`config.mk`:
```
export PLATFORM = sky130hd
export DESIGN_NAME = xlat_stream_switch
export DESIGN_NICKNAME = d
export VERILOG_FILES = /design/src/rtl/xs_pkg.sv /design/src/rtl/xs_rr_pick.sv /design/src/rtl/xs_up_merge.sv /design/src/rtl/xs_down_route.sv /design/src/rtl/xlat_stream_switch.sv
export SDC_FILE = /design/constraint.sdc
export NUM_CORES = 1
export LEC_CHECK = 0
export ABC_AREA = 0
export ABC_CLOCK_PERIOD_IN_PS = 4600
export CAP_MARGIN = 20
export CORE_AREA = 2 2 140 142
export DETAILED_ROUTE_END_ITERATION = 16
export DIE_AREA = 0 0 142 144
export PLACE_DENSITY_LB_ADDON = 0.12
export SETUP_SLACK_MARGIN = 0.5
export SYNTH_ARGS = -nofsm -noshare
export SYNTH_HDL_FRONTEND = slang
export SYNTH_SLANG_ARGS = --single-unit
```
`constraint.sdc`:
```
create_clock -name clk -period 4.6 [get_ports clk]
set_input_delay 0.69 -clock clk [delete_from_list [all_inputs] [get_ports clk]]
set_output_delay 0.69 -clock clk [all_outputs]
set_load 0.005 [all_outputs]
```
`src/rtl/xs_pkg.sv`:
```
`timescale 1ns/1ps
package xs_pkg;

    // Port indices never exceed 3 bits (NPORT is limited to 8).
    typedef logic [2:0] xs_idx_t;

    typedef struct packed {
        logic    busy;   // a source owns the output
        xs_idx_t owner;  // that source
        xs_idx_t ptr;    // first candidate of the next round
    } xs_arb_t;

    function automatic xs_idx_t xs_next(input xs_idx_t cur, input int n);
        int v;
        v = int'(cur) + 1;
        if (v >= n) v = 0;
        return xs_idx_t'(v);
    endfunction

endpackage

```
`src/rtl/xs_rr_pick.sv`:
```
`timescale 1ns/1ps
module xs_rr_pick
    import xs_pkg::*;
#(
    parameter int NPORT = 4
) (
    input  logic [NPORT-1:0] req,
    input  xs_idx_t          base,
    output logic             any,
    output xs_idx_t          pick
);
    int idx;

    always_comb begin
        pick = base;
        idx  = 0;
        // Walk from the farthest candidate back to the base, so the
        // nearest valid request at or after the base wins.
        for (int k = NPORT - 1; k >= 0; k--) begin
            idx = int'(base) + k;
            if (idx >= NPORT) idx = idx - NPORT;
            if (req[idx]) pick = xs_idx_t'(idx);
        end
        any = |req;
    end

endmodule

```
`src/rtl/xs_up_merge.sv`:
```
`timescale 1ns/1ps
module xs_up_merge
    import xs_pkg::*;
#(
    parameter int NPORT = 4,
    parameter int DW    = 32,
    parameter int IDW   = 2
) (
    input  logic                clk,
    input  logic                rst_n,
    input  logic [NPORT-1:0]    in_valid,
    output logic [NPORT-1:0]    in_ready,
    input  logic [NPORT*DW-1:0] in_data,
    input  logic [NPORT-1:0]    in_last,
    output logic                out_valid,
    input  logic                out_ready,
    output logic [DW-1:0]       out_data,
    output logic                out_last,
    output logic [IDW-1:0]      out_id
);
    xs_arb_t st_q, st_d;
    xs_idx_t pick, sel;
    logic    any_req;
    logic    hs;

    xs_rr_pick #(.NPORT(NPORT)) u_pick (
        .req  (in_valid),
        .base (st_q.ptr),
        .any  (any_req),
        .pick (pick)
    );

    always_comb begin
        sel       = st_q.busy ? st_q.owner : pick;
        out_valid = 1'b0;
        out_data  = '0;
        out_last  = 1'b0;
        in_ready  = '0;
        for (int p = 0; p < NPORT; p++) begin
            if (sel == xs_idx_t'(p)) begin
                out_valid   = in_valid[p];
                out_data    = in_data[p*DW +: DW];
                out_last    = in_last[p];
                in_ready[p] = out_ready;
            end
        end
        out_id = sel[IDW-1:0];
        hs     = out_valid & out_ready;

        st_d = st_q;
        if (out_valid && any_req) begin
            st_d.busy  = !(hs && out_last);
            st_d.owner = sel;
        end
        if (hs && out_last) st_d.ptr = xs_next(sel, NPORT);
    end

    always_ff @(posedge clk or negedge rst_n) begin
        if (!rst_n) st_q <= '0;
        else        st_q <= st_d;
    end

endmodule

```
`src/rtl/xs_down_route.sv`:
```
`timescale 1ns/1ps
module xs_down_route #(
    parameter int NPORT = 4,
    parameter int DW    = 32,
    parameter int IDW   = 2
) (
    input  logic                in_valid,
    output logic                in_ready,
    input  logic [DW-1:0]       in_data,
    input  logic                in_last,
    input  logic [IDW-1:0]      in_dest,
    output logic [NPORT-1:0]    out_valid,
    input  logic [NPORT-1:0]    out_ready,
    output logic [NPORT*DW-1:0] out_data,
    output logic [NPORT-1:0]    out_last
);
    always_comb begin
        in_ready  = 1'b1;   // unmatched destination: beat is consumed
        out_valid = '0;
        for (int p = 0; p < NPORT; p++) begin
            out_data[p*DW +: DW] = in_data;
            out_last[p]          = in_last;
            if (in_dest == IDW'(p)) begin
                out_valid[p] = in_valid;
                in_ready     = out_ready[p];
            end
        end
    end

endmodule

```
`src/rtl/xlat_stream_switch.sv`:
```
`timescale 1ns/1ps
module xlat_stream_switch #(
    parameter  int NPORT = 4,
    parameter  int DW    = 32,
    localparam int IDW   = (NPORT > 1) ? $clog2(NPORT) : 1
) (
    input  logic                clk,
    input  logic                rst_n,
    input  logic [NPORT-1:0]    req_in_valid,
    output logic [NPORT-1:0]    req_in_ready,
    input  logic [NPORT*DW-1:0] req_in_data,
    input  logic [NPORT-1:0]    req_in_last,
    output logic                req_out_valid,
    input  logic                req_out_ready,
    output logic [DW-1:0]       req_out_data,
    output logic                req_out_last,
    output logic [IDW-1:0]      req_out_id,
    input  logic                rsp_in_valid,
    output logic                rsp_in_ready,
    input  logic [DW-1:0]       rsp_in_data,
    input  logic                rsp_in_last,
    input  logic [IDW-1:0]      rsp_in_dest,
    output logic [NPORT-1:0]    rsp_out_valid,
    input  logic [NPORT-1:0]    rsp_out_ready,
    output logic [NPORT*DW-1:0] rsp_out_data,
    output logic [NPORT-1:0]    rsp_out_last
);
    xs_up_merge #(.NPORT(NPORT), .DW(DW), .IDW(IDW)) u_up (
        .clk       (clk),
        .rst_n     (rst_n),
        .in_valid  (req_in_valid),
        .in_ready  (req_in_ready),
        .in_data   (req_in_data),
        .in_last   (req_in_last),
        .out_valid (req_out_valid),
        .out_ready (req_out_ready),
        .out_data  (req_out_data),
        .out_last  (req_out_last),
        .out_id    (req_out_id)
    );

    xs_down_route #(.NPORT(NPORT), .DW(DW), .IDW(IDW)) u_down (
        .in_valid  (rsp_in_valid),
        .in_ready  (rsp_in_ready),
        .in_data   (rsp_in_data),
        .in_last   (rsp_in_last),
        .in_dest   (rsp_in_dest),
        .out_valid (rsp_out_valid),
        .out_ready (rsp_out_ready),
        .out_data  (rsp_out_data),
        .out_last  (rsp_out_last)
    );

endmodule

```
[Word level (Yosys, flattened, before mapping)]
Cells that the tools add are included.
Storage, ports and cells
  input bits: 179
  bits in read-only memories: 0
  bits in writable memories: 0
  memories kept: 0
  register bits: 7
  latch bits: 0
Cells by class
  div/mod/pow operators: 0
  add/sub/neg operators: 8
  magnitude comparators: 9
  shifts and indexed selects: 0
  mux-type cells: 46
  bitwise operators: 1
  reductions and logical operators: 6
  eq/ne operators: 6
  multipliers: 0
Operators with widths (number)
  two-way mux 32 bit: 8
  < comparator 32 x 4 -> 1 bit, second input constant: 4
  >= comparator 32 x 4 -> 1 bit, second input constant: 1
  subtractor 32 x 4 -> 32 bit, second input constant: 1
  two-way mux 1 bit: 28
  two-way mux 3 bit: 6
  >= comparator 4 x 3 -> 1 bit, second input constant: 3
  subtractor 4 x 3 -> 5 bit, second input constant: 2
  adder 3 x 1 -> 4 bit, second input constant: 2
  adder 3 x 2 -> 4 bit, second input constant: 2
  binary-select mux 1 bit (select 2 bit): 4
  == test 3 x 2 -> 1 bit, second input constant: 2
  == test 2 bit, second input constant: 2
  OR reduction 4 bit: 1
  subtractor 3 x 3 -> 4 bit, second input constant: 1
  == test 3 x 1 -> 1 bit, second input constant: 1
  >= comparator 3 bit, second input constant: 1
  zero test 3 bit: 1
  == test 2 x 1 -> 1 bit, second input constant: 1
  logical AND 1 bit: 2
  zero test 2 bit: 1
  AND 1 bit: 1
  zero test 1 bit: 1

[Logic depth before layout (Yosys ltp)]
  depth in word-level cells: 19
  depth in mapped cells: 18
  mapped depth without buffers: 14

[Hierarchy]
A second synthesis with hierarchy kept.
Second synthesis, totals
  cell total of the unflattened synthesis: 378
  area total of the unflattened synthesis: 2787.7 µm²
Modules (own cells, without submodules)
  xs_up_merge: cells each 198, area an instance 1407.6 µm², instances 1
  xs_down_route: cells each 137, area an instance 1048.5 µm², instances 1
  xs_rr_pick: cells each 43, area an instance 331.6 µm², instances 1

[Worst setup path after synthesis]
No wires, ideal clock.
  path kind: reg-to-output
  from: reg u_up.st_q[1] (netlist bit)
  to: out req_out_data[22]
  data required time: 3.910 ns
  path buffers: 5
  stages on the path, launching flop included: 18
  data arrival time: 3.406 ns
  setup slack: 0.504 ns
  cells stage by stage: dfrtp_1 -> buf_2 -> inv_1 -> ha_1 -> buf_2 -> nand2b_1 -> a31oi_1 -> o31a_2 -> o221ai_2 -> inv_1 -> ha_1 -> buf_6 -> nor2b_1 -> clkbuf_1 -> clkbuf_1 -> a221o_1 -> o21ai_0 -> o31ai_1
On the way
  word-level cells in the longest chain between the ends: 16
  elaborated cells between the ends (all ways): 40
RTL lines
  start, declared: line xs_up_merge.sv:21  | xs_arb_t st_q, st_d;
  start signal, assigned: line xs_up_merge.sv:60  | else st_q <= st_d;
  adder 3 x 2 -> 4 bit: line xs_rr_pick.sv:20  | idx = int'(base) + k;
  subtractor 32 x 4 -> 32 bit or >= comparator 32 x 4 -> 1 bit (tied branches): line xs_rr_pick.sv:21  | if (idx >= NPORT) idx = idx - NPORT;
  two-way mux 32 bit: line xs_rr_pick.sv:21
  binary-select mux 1 bit (select 2 bit): line xs_rr_pick.sv:22  | if (req[idx]) pick = xs_idx_t'(idx);
  two-way mux 1 bit (not written as such) (2 in series): line xs_rr_pick.sv:22
  two-way mux 3 bit (3 in series): line xs_rr_pick.sv:22
  two-way mux 3 bit (*): line xs_rr_pick.sv:22
  two-way mux 3 bit (*): line xs_up_merge.sv:34  | sel = st_q.busy ? st_q.owner : pick;
  net u_up.sel[0]: line xs_up_merge.sv:22  | xs_idx_t pick, sel;
  zero test 3 bit: line xs_up_merge.sv:40  | if (sel == xs_idx_t'(p)) begin
  two-way mux 32 bit (3 in series): line xs_up_merge.sv:40
  two-way mux 32 bit (*): line xs_up_merge.sv:40
  end, declared: line xlat_stream_switch.sv:15  | output logic [DW-1:0] req_out_data,
The timed path passes the listed nets; every way through them passes the cells marked *. The select of a mux whose other input is x is not followed.

[Final worst setup path]
  from: in req_in_valid[3]
  to: out req_out_last
On the way
  word-level cells in the longest chain between the ends: 13
  elaborated cells between the ends (all ways): 25
RTL lines
  start, declared: line xlat_stream_switch.sv:9  | input logic [NPORT-1:0] req_in_valid,
  binary-select mux 1 bit (select 2 bit): line xs_rr_pick.sv:22
  two-way mux 1 bit (not written as such) (2 in series): line xs_rr_pick.sv:22
  two-way mux 3 bit (3 in series): line xs_rr_pick.sv:22
  two-way mux 3 bit (*): line xs_rr_pick.sv:22
  two-way mux 3 bit (*): line xs_up_merge.sv:34
  zero test 3 bit: line xs_up_merge.sv:40
  two-way mux 1 bit (3 in series): line xs_up_merge.sv:40
  two-way mux 1 bit (*): line xs_up_merge.sv:40
  end, declared: line xlat_stream_switch.sv:16  | output logic req_out_last,
Every way passes the cells marked *; elsewhere a longest branch is shown, timed or not. The select of a mux whose other input is x is not followed.

==> metrics <==
status=finished clean; Core ar.=19100 sq um; Lkg Pwr=2.03 nW; CP Launch Type=input pin; Remaining DRCs=0; Synth Instances=423; initial antenna violation count=2; max reg flops=7; Die Height=144 um; minimum clock period after layout=4.01 ns; Nets=713; num rows=51; sequential area share after synthesis=0.0555; first-pass GRT wire length=20500 um; period utilization=0.871; worst-skew pair later-pin latency=0.23 ns; vias in the first global route=3355; max_slew headroom=0.636; biggest regs=u_up.st_q x7; drt via density=4.39; FF+latch count, synth=7; Starting Density=0.165; WHS=0.521 ns; worst reg2reg endpoint=u_up.st_q[1]; TritonCTS clock tree=yes; via count=3337; root buf cell=clkbuf_16; layout cell share with drive strength beyond 1=0.288; CP startpoint=req_in_valid[3]; Ys Warns=0; gpl congestion=0.723; RSZ-0062 raised after global routing=true; TritonRoute pass-1 iters=4; Worst setup EP type=output pin; ys flop type=dfrtp_1; count of different cell masters after synthesis=55; final setup fails=0; r2r setup slk=0.69 ns; H-tree levels=1; grt total ovfl=0; Detail Route Antenna Nets=0; cell area after synthesis=3150 sq um; Area growth syn-to-layout=61.0%; largest buffer count on any clock path=2; Tot Pwr=0.00354 W; largest net degree at the start of global routing=36; Post-Route Skew=0.000908 ns; placed inst area=4620 sq um; Mapped Nets=614; DR WL/cell=19.3 um; synthesized area per cell=7.46 sq um; reg2reg path depth=17; Hold Fails Final Rpt=0; global router's overall resource usage=0.129; DRT iter0 DRCs=107; peak supply drop=0.239 mV; overall die area=20400 sq um; clock buffer count from CTS=3; Max Cap Viol=0; Port Buffer Count=190; Worst Path Required=3.91 ns; total wire length=14700 um; CP Capture Point=req_out_last; CTS Sinks=7; Post-synth ARST share=1.00; crit-path max FO=4; Final Cell Area=5080 sq um; number of flops mapped to enable cells by yosys=0; Final Max Slew Viols=0; HPWL after DPL=11400 um; HP Class=reg2reg; Top reg by flops=u_up.st_q; pwr/cell area=696 nW/um^2; worst reg2reg path startpoint=u_up.st_q[0]; Worst Tran Pin Value=0.547 ns; CP Class=in2out; # IOs=356; clock transition at the registers of the reported paths=0.04 ns; Die Wd=142 um; Arr. time, crit path=3.32 ns; FMAX=249 MHz
## cell usage in the layout, fill, tap and decap left out, types with 3 or more instances in the layout
cell type / count
mux2i_1: 3
clkbuf_2: 9
clkdlybuf4s50_1: 152
and3_1: 6
o21ai_1: 9
buf_2: 18
o31ai_1: 27
and2_1: 3
buf_6: 11
nand2b_1: 3
clkbuf_16: 5
mux2_2: 6
buf_8: 4
nand2_1: 43
a21oi_2: 3
clkdlybuf4s15_1: 4
a221o_1: 33
o31ai_2: 5
dfrtp_1: 7
ha_4: 5
buf_4: 45
o21ai_0: 23
inv_1: 8
buf_12: 12
inv_2: 4
dlygate4sd2_1: 3
ha_1: 7
nor2_1: 12
## synth_stat cells, drive strengths merged, types with 2 or more instances
| master | n | area share |
|---|---|---|
| nor3b | 2 | 0.0048 |
| nand3 | 2 | 0.0032 |
| mux4 | 2 | 0.014 |
| a21oi | 5 | 0.010 |
| nor3 | 2 | 0.0032 |
| nor2 | 12 | 0.014 |
| clkbuf | 21 | 0.025 |
| nor2b | 3 | 0.0060 |
| o21a | 2 | 0.0048 |
| mux2 | 7 | 0.025 |
| a21boi | 2 | 0.0048 |
| ha | 12 | 0.048 |
| inv | 11 | 0.013 |
| and2 | 3 | 0.0060 |
| a221o | 33 | 0.10 |
| dfrtp | 7 | 0.056 |
| a221oi | 2 | 0.0075 |
| o31ai | 32 | 0.083 |
| nand2 | 45 | 0.056 |
| buf | 146 | 0.35 |
| and3 | 6 | 0.012 |
| a31oi | 2 | 0.0040 |
| nand2b | 3 | 0.0060 |
| mux2i | 3 | 0.0095 |
| o21ai | 34 | 0.054 |
| o211ai | 3 | 0.0087 |
| a31o | 2 | 0.0056 |
## cell families (layout without fill, tap and decap cells)
family,count (synthesis),in the layout,share of synthesized area
buf+inv,179,277,0.390
compound gates,131,131,0.332
simple gates,81,81,0.123
fa+ha+maj,12,12,0.0476
mux,12,12,0.0488
flops,7,7,0.0555
xor+xnor,1,1,0.00278
other cells,0,1,0
## final cells by class
cell class	instances	area (sq um)
Antenna cell	1	2.50
Tap cell	238	298
Fill cell	2049	14000
Clock buffer	4	78.8
Inverter	12	45.0
Timing Repair Buffer	261	2560
Sequential cell	7	175
Multi-Input combinational cell	237	1920
## timing repair
item                                   CTS  global route
endpoints found under the hold margin    0             0
pin swaps                               12            28
hold buffers                             0             0
resized for setup                      116            82
setup endpoints to repair               41            39
buffers inserted                        11             9
cloned                                   1             2
## layer usage
metal / vias to the layer above / wire length (um) / share of wire / GRT usage
met2: 171 / 6580 / 0.45 / 0.202
met4: 2 / 170 / 0.012 / 0.0211
met5: - / 13 / 0.00089 / 0
met3: 25 / 1250 / 0.085 / 0.0325
li1: 1594 / - / - / -
met1: 1545 / 6650 / 0.45 / 0.183
## per-stage QoR
| step | TNS [ns] | instances | setup WS (ns) | util |
|---|---|---|---|---|
| after floorplan | 0 | 423 | 0.504 | - |
| after global placement | -2.15 | 732 | -0.164 | 0.242 |
| after global routing | 0 | 759 | 0.448 | 0.266 |
| after detailed placement | -4.71 | 732 | -0.228 | 0.242 |
| final | 0 | 760 | 0.592 | 0.266 |
| after CTS | 0 | 748 | 0.464 | 0.256 |
## how the worst min path moves through the flow
stage,endpoint,depth (start not counted),from
2_1_floorplan,u_up.st_q[0],0,rst_n
3_3_place_gp,u_up.st_q[4],1,u_up.st_q[4]
3_5_place_dp,u_up.st_q[4],1,u_up.st_q[4]
4_1_cts,u_up.st_q[4],1,u_up.st_q[4]
5_1_grt,u_up.st_q[4],1,u_up.st_q[4]
6_report,u_up.st_q[4],1,u_up.st_q[4]
## worst max-delay path: stages
cell and delay, ns:
buf_8 0.10, mux4_2 0.51, a221oi_4 0.25, o31a_2 0.23, o221ai_4 0.15, buf_6 0.16, buf_6 0.10, ha_4 0.16
inv_2 0.09, buf_4 0.16, nor2_1 0.07, o41ai_1 0.36, dlygate4sd2_1 0.30
## power breakdown
group | leakage [nW] | internal [W] | switching, W
Sequential | 0.0862 | 0.0000847 | 0.0000276
Clock | 0.0382 | 0.000115 | 0.0000317
Combinational | 1.91 | 0.00182 | 0.00145
Total | 2.03 | 0.00202 | 0.00151
Power figures use the tool's default switching activity.
